`src/rtl/lcdseq_pkg.sv`:
```
package lcdseq_pkg;

    typedef enum logic [1:0] {
        LV_GND = 2'd0,
        LV_LO  = 2'd1,
        LV_HI  = 2'd2,
        LV_TOP = 2'd3
    } lvl_e;

    typedef enum logic [1:0] {
        ST_HOLD  = 2'd0,
        ST_IDLE  = 2'd1,
        ST_DRIVE = 2'd2,
        ST_SLEEP = 2'd3
    } state_e;

    // common pin level: selected takes an extreme, others a middle tap
    function automatic lvl_e lvl_com(input logic sel, input logic neg, input logic half);
        if (sel)
            return neg ? LV_GND : LV_TOP;
        else if (half)
            return LV_LO;
        else
            return neg ? LV_HI : LV_LO;
    endfunction

    // segment pin level: a lit dot sits opposite the selected common
    function automatic lvl_e lvl_seg(input logic lit, input logic neg, input logic half);
        if (lit)
            return neg ? LV_TOP : LV_GND;
        else if (half)
            return LV_LO;
        else
            return neg ? LV_LO : LV_HI;
    endfunction

endpackage

```
`src/rtl/lcdseq_timer.sv`:
```
module lcdseq_timer #(
    parameter int FRAME_TICKS = 384
) (
    input  logic       clk,
    input  logic       rst_n,
    input  logic       run_i,
    input  logic       tick_i,
    input  logic       four_i,
    output logic [1:0] com_idx_o,
    output logic       neg_o,
    output logic       frame_end_o
);
    localparam int SLOT3 = FRAME_TICKS / 6;
    localparam int SLOT4 = FRAME_TICKS / 8;
    localparam int TW    = $clog2(SLOT3);

    logic [TW-1:0] tcnt_q;
    logic [2:0]    slot_q;
    logic          slot_end;
    logic [2:0]    last_slot;

    assign slot_end    = four_i ? (tcnt_q == TW'(SLOT4 - 1)) : (tcnt_q == TW'(SLOT3 - 1));
    assign last_slot   = four_i ? 3'd7 : 3'd5;
    assign frame_end_o = run_i && tick_i && slot_end && (slot_q == last_slot);

    always_ff @(posedge clk or negedge rst_n) begin
        if (!rst_n) begin
            tcnt_q <= '0;
            slot_q <= '0;
        end else if (!run_i) begin
            tcnt_q <= '0;
            slot_q <= '0;
        end else if (tick_i) begin
            if (slot_end) begin
                tcnt_q <= '0;
                slot_q <= (slot_q == last_slot) ? 3'd0 : slot_q + 3'd1;
            end else begin
                tcnt_q <= tcnt_q + TW'(1);
            end
        end
    end

    always_comb begin
        if (four_i) begin
            com_idx_o = slot_q[1:0];
            neg_o     = slot_q[2];
        end else if (slot_q >= 3'd3) begin
            com_idx_o = 2'(slot_q - 3'd3);
            neg_o     = 1'b1;
        end else begin
            com_idx_o = slot_q[1:0];
            neg_o     = 1'b0;
        end
    end

    // no tick, no movement
    a_r11_tick_gate: assert property (@(posedge clk) disable iff (!rst_n)
        (run_i && !tick_i) |=> ($stable(slot_q) && $stable(tcnt_q)));

    // slot index stays inside the 2N-slot frame
    a_r2_slot_range: assert property (@(posedge clk) disable iff (!rst_n)
        slot_q <= (four_i ? 3'd7 : 3'd5));

endmodule

```
`src/rtl/lcdseq_shadow.sv`:
```
module lcdseq_shadow #(
    parameter int DBITS  = 300,
    parameter int PSEL_W = 4
) (
    input  logic              clk,
    input  logic              rst_n,
    input  logic              clr_i,
    input  logic              load_i,
    input  logic [DBITS-1:0]  disp_i,
    input  logic              duty_i,
    input  logic              bias_i,
    input  logic              segoff_i,
    input  logic [PSEL_W-1:0] psel_i,
    output logic [DBITS-1:0]  disp_o,
    output logic              four_o,
    output logic              half_o,
    output logic              segoff_o,
    output logic [PSEL_W-1:0] psel_o
);
    always_ff @(posedge clk or negedge rst_n) begin
        if (!rst_n) begin
            disp_o   <= '0;
            four_o   <= 1'b1;
            half_o   <= 1'b0;
            segoff_o <= 1'b0;
            psel_o   <= '0;
        end else if (clr_i) begin
            disp_o   <= '0;
            four_o   <= 1'b1;
            half_o   <= 1'b0;
            segoff_o <= 1'b0;
            psel_o   <= '0;
        end else if (load_i) begin
            disp_o   <= disp_i;
            four_o   <= ~duty_i;
            half_o   <= bias_i;
            segoff_o <= segoff_i;
            psel_o   <= psel_i;
        end
    end

    // drive copy only moves when a load or clear is granted
    a_r10_hold_between_frames: assert property (@(posedge clk) disable iff (!rst_n)
        (!load_i && !clr_i) |=> ($stable(disp_o) && $stable(four_o) && $stable(half_o)));

endmodule

```
`src/rtl/lcdseq_pinmap.sv`:
```
module lcdseq_pinmap
    import lcdseq_pkg::*;
#(
    parameter int NSEG   = 76,
    parameter int NPORT  = 8,
    parameter int DBITS  = 300,
    parameter int PSEL_W = 4
) (
    input  logic              clk,
    input  logic              rst_n,
    input  logic [DBITS-1:0]  disp_i,
    input  logic              four_i,
    input  logic              half_i,
    input  logic              segoff_i,
    input  logic [PSEL_W-1:0] psel_i,
    input  logic              wave_en_i,
    input  logic              port_en_i,
    input  logic [1:0]        com_idx_i,
    input  logic              neg_i,
    output logic [5:0]        com_o,
    output logic [NSEG*2-1:0] seg_o
);
    localparam int DUAL = NSEG - 3;
    localparam int DBW  = $clog2(DBITS);

    logic [PSEL_W-1:0] pcnt;
    assign pcnt = (psel_i > PSEL_W'(NPORT)) ? PSEL_W'(NPORT) : psel_i;

    for (genvar c = 0; c < 3; c++) begin : g_com
        always_comb begin
            if (wave_en_i)
                com_o[c*2 +: 2] = lvl_com(com_idx_i == 2'(c), neg_i, half_i);
            else
                com_o[c*2 +: 2] = LV_GND;
        end
    end

    for (genvar j = 0; j < NSEG; j++) begin : g_seg
        localparam int  K4      = (j > DUAL) ? j - 1 : j;
        localparam bit  IS_DUAL = (j == DUAL);
        logic [DBW-1:0] idx;
        logic           lit;
        lvl_e           lvl;

        always_comb begin
            if (four_i)
                idx = DBW'(K4 * 4) + DBW'(com_idx_i);
            else
                idx = DBW'(j * 3) + DBW'(com_idx_i);
            lit = disp_i[idx] & ~segoff_i;
            if (!wave_en_i)
                lvl = LV_GND;
            else if (four_i && IS_DUAL)
                lvl = lvl_com(com_idx_i == 2'd3, neg_i, half_i);
            else
                lvl = lvl_seg(lit, neg_i, half_i);
        end

        if (j < NPORT) begin : g_port
            logic pbit;
            logic is_port;
            assign pbit    = four_i ? disp_i[j*4] : disp_i[j*3];
            assign is_port = port_en_i && (pcnt > PSEL_W'(j));
            assign seg_o[j*2 +: 2] = is_port ? (pbit ? LV_TOP : LV_GND) : lvl;

            // a port pin is static while its inputs hold still
            a_r9_port_static: assert property (@(posedge clk) disable iff (!rst_n)
                (is_port && $past(is_port) && $stable(disp_i) && $stable(four_i))
                    |-> $stable(seg_o[j*2 +: 2]));
        end else begin : g_plain
            assign seg_o[j*2 +: 2] = lvl;
        end
    end

endmodule

```
`src/rtl/lcdseq_top.sv`:
```
module lcdseq_top
    import lcdseq_pkg::*;
#(
    parameter int NSEG        = 76,
    parameter int NPORT       = 8,
    parameter int FRAME_TICKS = 384,
    localparam int DBITS  = (4 * (NSEG - 1) > 3 * NSEG) ? 4 * (NSEG - 1) : 3 * NSEG,
    localparam int PSEL_W = $clog2(NPORT + 1)
) (
    input  logic              clk,
    input  logic              rst_n,
    input  logic              tick_i,
    input  logic              hold_i,
    input  logic              sleep_i,
    input  logic              duty_i,
    input  logic              bias_i,
    input  logic              segoff_i,
    input  logic [PSEL_W-1:0] psel_i,
    input  logic [DBITS-1:0]  disp_i,
    output logic [5:0]        com_o,
    output logic [NSEG*2-1:0] seg_o
);
    state_e state_q, state_d;

    logic              wave_en, port_en, sh_clr, sh_load;
    logic              frame_end;
    logic [1:0]        com_idx;
    logic              neg;
    logic [DBITS-1:0]  sh_disp;
    logic              sh_four, sh_half, sh_soff;
    logic [PSEL_W-1:0] sh_psel;

    // state register
    always_ff @(posedge clk or negedge rst_n) begin
        if (!rst_n)
            state_q <= ST_HOLD;
        else
            state_q <= state_d;
    end

    // next state
    always_comb begin
        state_d = state_q;
        if (hold_i) begin
            state_d = ST_HOLD;
        end else begin
            unique case (state_q)
                ST_HOLD:  state_d = ST_IDLE;
                ST_IDLE:  if (sleep_i) state_d = ST_SLEEP;
                          else if (tick_i) state_d = ST_DRIVE;
                ST_DRIVE: if (sleep_i) state_d = ST_SLEEP;
                ST_SLEEP: if (!sleep_i) state_d = ST_IDLE;
            endcase
        end
    end

    // per-state controls
    always_comb begin
        wave_en = 1'b0;
        port_en = 1'b0;
        sh_clr  = 1'b0;
        sh_load = 1'b0;
        unique case (state_q)
            ST_HOLD:  sh_clr = 1'b1;
            ST_IDLE:  begin port_en = 1'b1; sh_load = 1'b1; end
            ST_DRIVE: begin wave_en = 1'b1; port_en = 1'b1; sh_load = frame_end; end
            ST_SLEEP: begin port_en = 1'b1; sh_load = 1'b1; end
        endcase
    end

    lcdseq_timer #(
        .FRAME_TICKS (FRAME_TICKS)
    ) timer_i (
        .clk         (clk),
        .rst_n       (rst_n),
        .run_i       (wave_en),
        .tick_i      (tick_i),
        .four_i      (sh_four),
        .com_idx_o   (com_idx),
        .neg_o       (neg),
        .frame_end_o (frame_end)
    );

    lcdseq_shadow #(
        .DBITS  (DBITS),
        .PSEL_W (PSEL_W)
    ) shadow_i (
        .clk      (clk),
        .rst_n    (rst_n),
        .clr_i    (sh_clr),
        .load_i   (sh_load),
        .disp_i   (disp_i),
        .duty_i   (duty_i),
        .bias_i   (bias_i),
        .segoff_i (segoff_i),
        .psel_i   (psel_i),
        .disp_o   (sh_disp),
        .four_o   (sh_four),
        .half_o   (sh_half),
        .segoff_o (sh_soff),
        .psel_o   (sh_psel)
    );

    lcdseq_pinmap #(
        .NSEG   (NSEG),
        .NPORT  (NPORT),
        .DBITS  (DBITS),
        .PSEL_W (PSEL_W)
    ) pinmap_i (
        .clk       (clk),
        .rst_n     (rst_n),
        .disp_i    (sh_disp),
        .four_i    (sh_four),
        .half_i    (sh_half),
        .segoff_i  (sh_soff),
        .psel_i    (sh_psel),
        .wave_en_i (wave_en),
        .port_en_i (port_en),
        .com_idx_i (com_idx),
        .neg_i     (neg),
        .com_o     (com_o),
        .seg_o     (seg_o)
    );

    // a sampled hold blanks every pin on the next edge
    a_r1_hold_dark: assert property (@(posedge clk) disable iff (!rst_n)
        hold_i |=> (com_o == '0 && seg_o == '0));

    // a sampled sleep request leaves the commons at ground
    a_r8_sleep_dark: assert property (@(posedge clk) disable iff (!rst_n)
        (sleep_i && !hold_i) |=> (com_o == '0));

endmodule

```
`config.mk`:
```
export PLATFORM = sky130hd
export DESIGN_NAME = lcdseq_top
export DESIGN_NICKNAME = d
export VERILOG_FILES = /design/src/rtl/lcdseq_pkg.sv /design/src/rtl/lcdseq_timer.sv /design/src/rtl/lcdseq_shadow.sv /design/src/rtl/lcdseq_pinmap.sv /design/src/rtl/lcdseq_top.sv
export SDC_FILE = /design/constraint.sdc
export NUM_CORES = 1
export LEC_CHECK = 0
export BUFFER_PORTS_ARGS = -buffer_cell sky130_fd_sc_hd__buf_2
export CAP_MARGIN = 20
export CORE_ASPECT_RATIO = 1.2
export CORE_MARGIN = 2
export CORE_UTILIZATION = 50
export DETAILED_ROUTE_END_ITERATION = 6
export PLACE_DENSITY_LB_ADDON = 0.3
export SKIP_CTS_REPAIR_TIMING = 1
export SLEW_MARGIN = 20
export SYNTH_ARGS = -nofsm -noshare
export SYNTH_HDL_FRONTEND = slang
export SYNTH_SLANG_ARGS = --single-unit
```
`constraint.sdc`:
```
create_clock -name clk -period 10.6 [get_ports clk]
set_clock_uncertainty 0.2 [all_clocks]
set_input_delay 2.12 -clock clk [delete_from_list [all_inputs] [get_ports clk]]
set_output_delay 2.12 -clock clk [all_outputs]
set_load 0.01 [all_outputs]
```
======== Yosys cells after proc, flatten, opt, wreduce, memory -nomap -nowiden ========
Index checks and enable logic that the tools add are counted.
Widths: inputs -> output; s select.
word-level totals
  register bits after elaboration ......... 318
  bits in latches ......................... 0
  RAM bits ................................ 0
  memory bits (read-only) ................. 0
  input bits .............................. 312
  output and inout port bits .............. 158
  logic and storage cells ................. 788
  memories kept ........................... 0
cells by class
  $add $sub $neg .......................... 134
  $mul .................................... 0
  divide/modulo/power cells ............... 0
  order comparisons ....................... 86
  equal/unequal tests ..................... 14
  shift-type cells ........................ 0
  multiplexer cells ....................... 450
  bitwise gates (word level) .............. 78
  reduce and logical (&&, ||, !) cells .... 18
operators with widths
  cell                 number
  $lt 9x10->1 const B  75
  $bmux 1 s9           75
  $mux 9               75
  $mux 300             2
  $add 8x2->9 const A  57
  $mux 2               190
  $add 7x2->8 const A  32
  $add 6x2->7 const A  16
  $add 9x2->9 const A  11
  $mux 1               95
  $and 1x1->1          76
  $add 5x2->6 const A  8
  $add 4x2->5 const A  4
  $mux 6               3
  $gt 4x3->1 const B   4
  $eq 6x6->1 const B   2
  $mux 3               4
  $mux 4               3
  $logic_and 1x1->1    11
  $lt 2x10->1 const B  1
  $add 3x2->4 const A  2
  $eq 2x2->1 const B   4
  $gt 4x1->1 const B   2
  $gt 4x2->1 const B   2
  21 further kinds     26

======== Logic depth before layout (Yosys ltp) ========
  word-level depth ........................ 11
  mapped depth ............................ 21
  gate-level depth less buffers ........... 13

======== Cells and area by module ========
From an unflattened synthesis, not the netlist that was laid out.
second synthesis, totals
  cell total of the unflattened synthesis .. 2,190
  area, all modules ....................... 23,256.1 sq um
modules (own cells, without submodules)
  module         instances  cells each  area each (sq um)  seq. area each (sq um)
  lcdseq_shadow  1          990         12,253.0           7,683.6
  lcdseq_pinmap  1          1,110       10,151.0           0.0
  lcdseq_timer   1          68          646.9              225.2
  lcdseq_top     1          22          205.2              50.0

======== Worst setup path after synthesis ========
OpenSTA, ideal clock, no wires.
  kind .................................... register to output
  start ................................... register timer_i.slot_q[0]
  end ..................................... output port seg_o[75]
  data arrival time ....................... 4.570 ns
  data required time ...................... 8.280 ns
  setup slack ............................. 3.710 ns
  cell stages (with the launch flop) ...... 20
  cell sequence ........................... dfrtp_1 -> ha_1 -> ha_1 -> buf_2 -> or2_2 -> o221a_2 -> inv_2 -> buf_4 -> buf_2 -> buf_2 -> ha_1 -> nor2b_1 -> nor2_1 -> clkbuf_1 -> clkbuf_1 -> nand2_1 -> a311oi_1 -> a31oi_1 -> a21oi_1 -> mux2i_1
on the way
  cells in the longest elaborated chain, start to end .. 10
ends and longest elaborated chain
  item                                               line                                      text
  start: declaration                                 lcdseq_timer.sv:18                        logic [2:0] slot_q;
  start signal: assignment                           lcdseq_timer.sv:36                        slot_q <= (slot_q == last_slot) ? 3'd0 : slot_q + 3'd1;
  $ge 3x2->1 / $sub 2x2->2 (equally long branches)   lcdseq_timer.sv:47, lcdseq_timer.sv:48
  $mux 2                                             lcdseq_timer.sv:47                        end else if (slot_q >= 3'd3) begin
  $mux 2                                             lcdseq_timer.sv:44                        if (four_i) begin
  $add 8x2->9 / $add 7x2->8 (equally long branches)  lcdseq_pinmap.sv:47, lcdseq_pinmap.sv:49
  $mux 9                                             lcdseq_pinmap.sv:46                       if (four_i)
  $bmux 1 s9                                         lcdseq_pinmap.sv:50                       lit = disp_i[idx] & ~segoff_i;
  $mux 1 (implied by the code)                       lcdseq_pinmap.sv:50
  $and 1x1->1                                        lcdseq_pinmap.sv:50
  $mux 2 *                                           lcdseq_pkg.sv:29                          if (lit)
  $mux 2 *                                           lcdseq_pinmap.sv:51                       if (!wave_en_i)
  end: declaration                                   lcdseq_top.sv:21                          output logic [NSEG*2-1:0] seg_o
Every way passes the cells marked *; elsewhere a longest branch is shown, timed or not. The select of a mux whose other input is x is not followed.

======== Final worst setup path ========
  start ................................... register timer_i.slot_q[1]
  end ..................................... output port seg_o[139]
on the way
  cells in the longest elaborated chain, start to end .. 10
ends and longest elaborated chain
  item                                               line
  $ge 3x2->1 / $sub 2x2->2 (equally long branches)   lcdseq_timer.sv:47, lcdseq_timer.sv:48
  $mux 2                                             lcdseq_timer.sv:47
  $mux 2                                             lcdseq_timer.sv:44
  $add 9x2->9 / $add 8x2->9 (equally long branches)  lcdseq_pinmap.sv:47, lcdseq_pinmap.sv:49
  $mux 9                                             lcdseq_pinmap.sv:46
  $bmux 1 s9                                         lcdseq_pinmap.sv:50
  $mux 1 (implied by the code)                       lcdseq_pinmap.sv:50
  $and 1x1->1                                        lcdseq_pinmap.sv:50
  $mux 2 *                                           lcdseq_pkg.sv:29
  $mux 2 *                                           lcdseq_pinmap.sv:51
Marked as above.

==> flow_summary_export.csv <==
group,metric,value,unit
status,status,"complete, but fails checks",
status,violations,"DRC",
synthesis,synthMostInstantiatedCell,"nand2_1",
final_layout,fin_nets,3262,
sta,finalCritPeriodShare,83.96,%
critical_path,crit_start,"timer_i.slot_q[1]$_DFFE_PN0P_",
drt,routed_via_density,6.294,
die,fp.dieW,189.4,um
critical_path,path_common_cell,"ha_1",
clocking,htreeDepth,2,
clocking,cts_tree,"done",
synthesis,synth_area,0.02063,mm2
sta,drv_slew,0,
synthesis,synth-main-ff-cell,"dfrtp_1",
critical_path,r2r-start,"shadow_i.four_o$_DFFE_PN1P_",
synthesis,ys_seq_area_share,38.58,%
critical_path,crit_fanout,50,
drt,routedWlPerCell,24.49,um
run,max-cap-violations,0,
die,dieArea,0.04290,mm2
critical_path,end_kind,"primary output",
sta,setup-tns-final,0,ns
synthesis,synth_top_cell_area_share,38.46,%
power,ir_worst_vdd,0.3465,mV
clocking,clk_path_buf_depth,3,
drt,dr.pass1.iters,7,
power,p_leak,11.06,nW
drt,num_vias,22020,
sta,setup_viol,0,
global_routing,grt_max_degree,288,
drt,drc,2,
sta,worst_slack,1.701,ns
power,p_sw,3.470,mW
die,die_h,226.5,um
final_layout,antenna_cells,0,
power,p_comb_share,50.4,%
critical_path,crit_family,"simple AND/OR/NAND/NOR gates",
sta,rsz0062_at_grt,"false",
placed_design,dp_hpwl,59.70,mm
power,finalPower,7.003,mW
clocking,cts_root_buf,"clkbuf_16",
drt,top_layer,"met4",
synthesis,synth_area_leaders,"dfrtp_1 (38%), nand2_1 (16%), o21ai_0 (8.0%), mux2i_1 (6.9%), mux4_2 (5.3%)",
global_routing,grt_pass1_vias,21070,
sta,fmax,112.4,MHz
die,rows,81,
placed_design,gp_congestion,0.9615,
critical_path,critPathRequiredTime,8.28,ns
sta,relSlewSlack,15.46,%
critical_path,max_stage_delay,0.75,ns
global_routing,overflow,0,
worst_hold_path,holdCritStartpoint,"shadow_i.disp_o[288]$_DFFE_PN0P_",
worst_hold_path,hp-class,"flop to flop",
power,share_seq_of_total_power,32.1,%
critical_path,cp_slowest_cell,"nor3_1",
die,initial_core_util,50.63,%
drt,wl_met2,38.37,mm
critical_path,start_kind,"flop",
sta,max_slew.worst_pin.slew,1.268,ns
synthesis,yosys.area.top_type,"dfrtp_1",
global_routing,antenna_found_initial,1,
power,clkPwrFrac,17.5,%
sta,fin_crit,8.899,ns
drt,wl_met1,32.11,mm
global_routing,grt_pass1_wl,127.1,mm
drt,wl,85.70,mm
clocking,cts_sinks,318,
final_layout,area_growth,17.55,%
critical_path,path_buf_inv,4,
global_routing,grt_usage,39.25,%
synthesis,yosys_warnings,0,
synthesis,syn_nets,2959,
placed_design,dp_slack,2.532,ns
placed_design,io_buffers,469,
die,ios,470,
drt,ant_nets,0,
critical_path,cp_data_arrival_time,6.58,ns
final_layout,finish.utilization,59.52,%
power,powerDensity,288.8,mW/mm2
synthesis,synth_common_cells,"nand2_1 (872), o21ai_0 (329), dfrtp_1 (317), clkbuf_1 (191), mux2i_1 (143)",
drt,wl_met3,9.444,mm
synthesis,netlist_instances,2638,
synthesis,synth_seq_cells,318,
drt,drt_iter0_drc,2968,
synthesis,avgSynthCellArea,7.819,um2
power,p_int,3.533,mW
power,p_sw_share,49.55,%
synthesis,synth.distinct_cells,78,
synthesis,async_flop_share,100.0,%
clocking,clock_latency,0.53,ns
critical_path,crit_chain,"buf_4, ha_1, ha_1, or2_2, o221a_2, inv_2, ha_1, nor2b_1, nor2_4, buf_4, nand2_1, a311oi_1, a311oi_1, nor3_1, mux2i_1, buf_2",
die,coreArea,0.04074,mm2
sta,hold_viol,0,
critical_path,path_class,"flop to primary output",
synthesis,synth_enable_flop_cells,0,
clocking,numCtsBuffers,34,
final_layout,post_route_cells_drive_above_1_share,22.20,%
clocking,cts.reportedPaths.clkPinSlew,0.06,ns
## flip-flops by register name, summed over array words and instances, names as in the netlist
name	count
shadow_i.disp_o	300
timer_i.tcnt_q	6
shadow_i.psel_o	4
timer_i.slot_q	3
state_q	2
shadow_i.four_o	1
shadow_i.half_o	1
shadow_i.segoff_o	1
## per-layer routing
layer / vias up / GRT usage [%]
met5: - / 0
met2: 1461 / 60.26
li1: 9798 / -
met1: 10420 / 49.89
met4: 0 / 24.16
met3: 346 / 10.01
## power by group through the flow
stage / Sequential [mW] / Combinational [mW] / Clock, mW
after floorplan: 1.93 / 2.48 / 0
after global placement: 2.21 / 3.37 / 0
after detailed placement: 2.22 / 3.44 / 0
after CTS: 2.21 / 3.46 / 1.23
after global routing: 2.27 / 3.86 / 1.28
final: 2.25 / 3.53 / 1.22
## area by class of cell
class,count,area [um2]
clock inverter,10,162.7
inverter,22,90.09
multi-input combinational,2058,11730
fill,3738,16490
sequential,318,7968
clock buffer,45,953.4
timing repair buffer,507,2671
tap,539,674.4
## worst reg2reg max path, stage by stage (launching register included)
cell and delay (ns):
dfstp_4 1.27, nor2b_1 0.36, buf_4 0.37, nor3_1 0.08, o21ai_1 0.15, nor3_1 0.11, nor4_2 0.21, buf_4 0.82
buf_12 0.69, o21ai_0 0.60
## metrics by stage
step,hold slack (ns),instances,area [um2]
2_1_floorplan,0.2413,2638,20630
3_3_place_gp,0.2568,3443,23100
3_5_place_dp,0.2682,3443,23100
4_1_cts,0.2813,3498,24220
5_1_grt,0.2980,3499,24250
6_report,0.2794,3499,24250
## logic make-up (layout without fill, tap and decap cells)
group | Yosys count | after routing | share of synthesized area (%)
muxes | 210 | 210 | 13.27
adders and majority gates | 9 | 9 | 0.5459
and+or+nand+nor | 1115 | 1115 | 21.89
AOI/OAI and AO/OA | 719 | 719 | 20.42
xor gates and xnor gates | 5 | 5 | 0.2123
DFF | 318 | 318 | 38.58
buffers and inverters | 262 | 584 | 5.077
## layout by cell type (no fill, tap or decap), types with 5 or more instances in the layout
| master | instances |
|---|---|
| a2111oi_0 | 6 |
| a211oi_1 | 30 |
| a21boi_0 | 11 |
| a21oi_1 | 94 |
| a221oi_1 | 13 |
| a22oi_1 | 5 |
| a311oi_1 | 21 |
| a31oi_1 | 8 |
| a32oi_1 | 12 |
| and3_1 | 11 |
| buf_2 | 468 |
| buf_4 | 35 |
| clkbuf_1 | 6 |
| clkbuf_16 | 35 |
| dfrtp_1 | 315 |
| ha_1 | 9 |
| inv_1 | 19 |
| mux2_2 | 16 |
| mux2i_1 | 143 |
| mux4_2 | 49 |
| nand2_1 | 870 |
| nand2b_1 | 6 |
| nand3_1 | 97 |
| nor2_1 | 57 |
| nor2_2 | 5 |
| nor2b_1 | 6 |
| nor3_1 | 29 |
| o211ai_1 | 14 |
| o21ai_0 | 329 |
| o21ai_1 | 96 |
| o22ai_1 | 18 |
| o31ai_1 | 6 |
| or3_1 | 6 |
## path summary, 6_finish.rpt
path / cells past startpoint / slack (ns) / endpoint
setup reg to reg: 9 / 5.54 / shadow_i.disp_o[160]$_DFFE_PN0P_
hold reg to reg: 2 / 0.28 / shadow_i.disp_o[288]$_DFFE_PN0P_
max in group asynchronous: 2 / 7.46 / shadow_i.disp_o[171]$_DFFE_PN0P_
hold / removal: 2 / 0.28 / shadow_i.disp_o[288]$_DFFE_PN0P_
min in group asynchronous: 1 / 1.35 / shadow_i.disp_o[57]$_DFFE_PN0P_
setup / recovery: 16 / 1.70 / seg_o[139]
(Power assumes the default switching activity.)
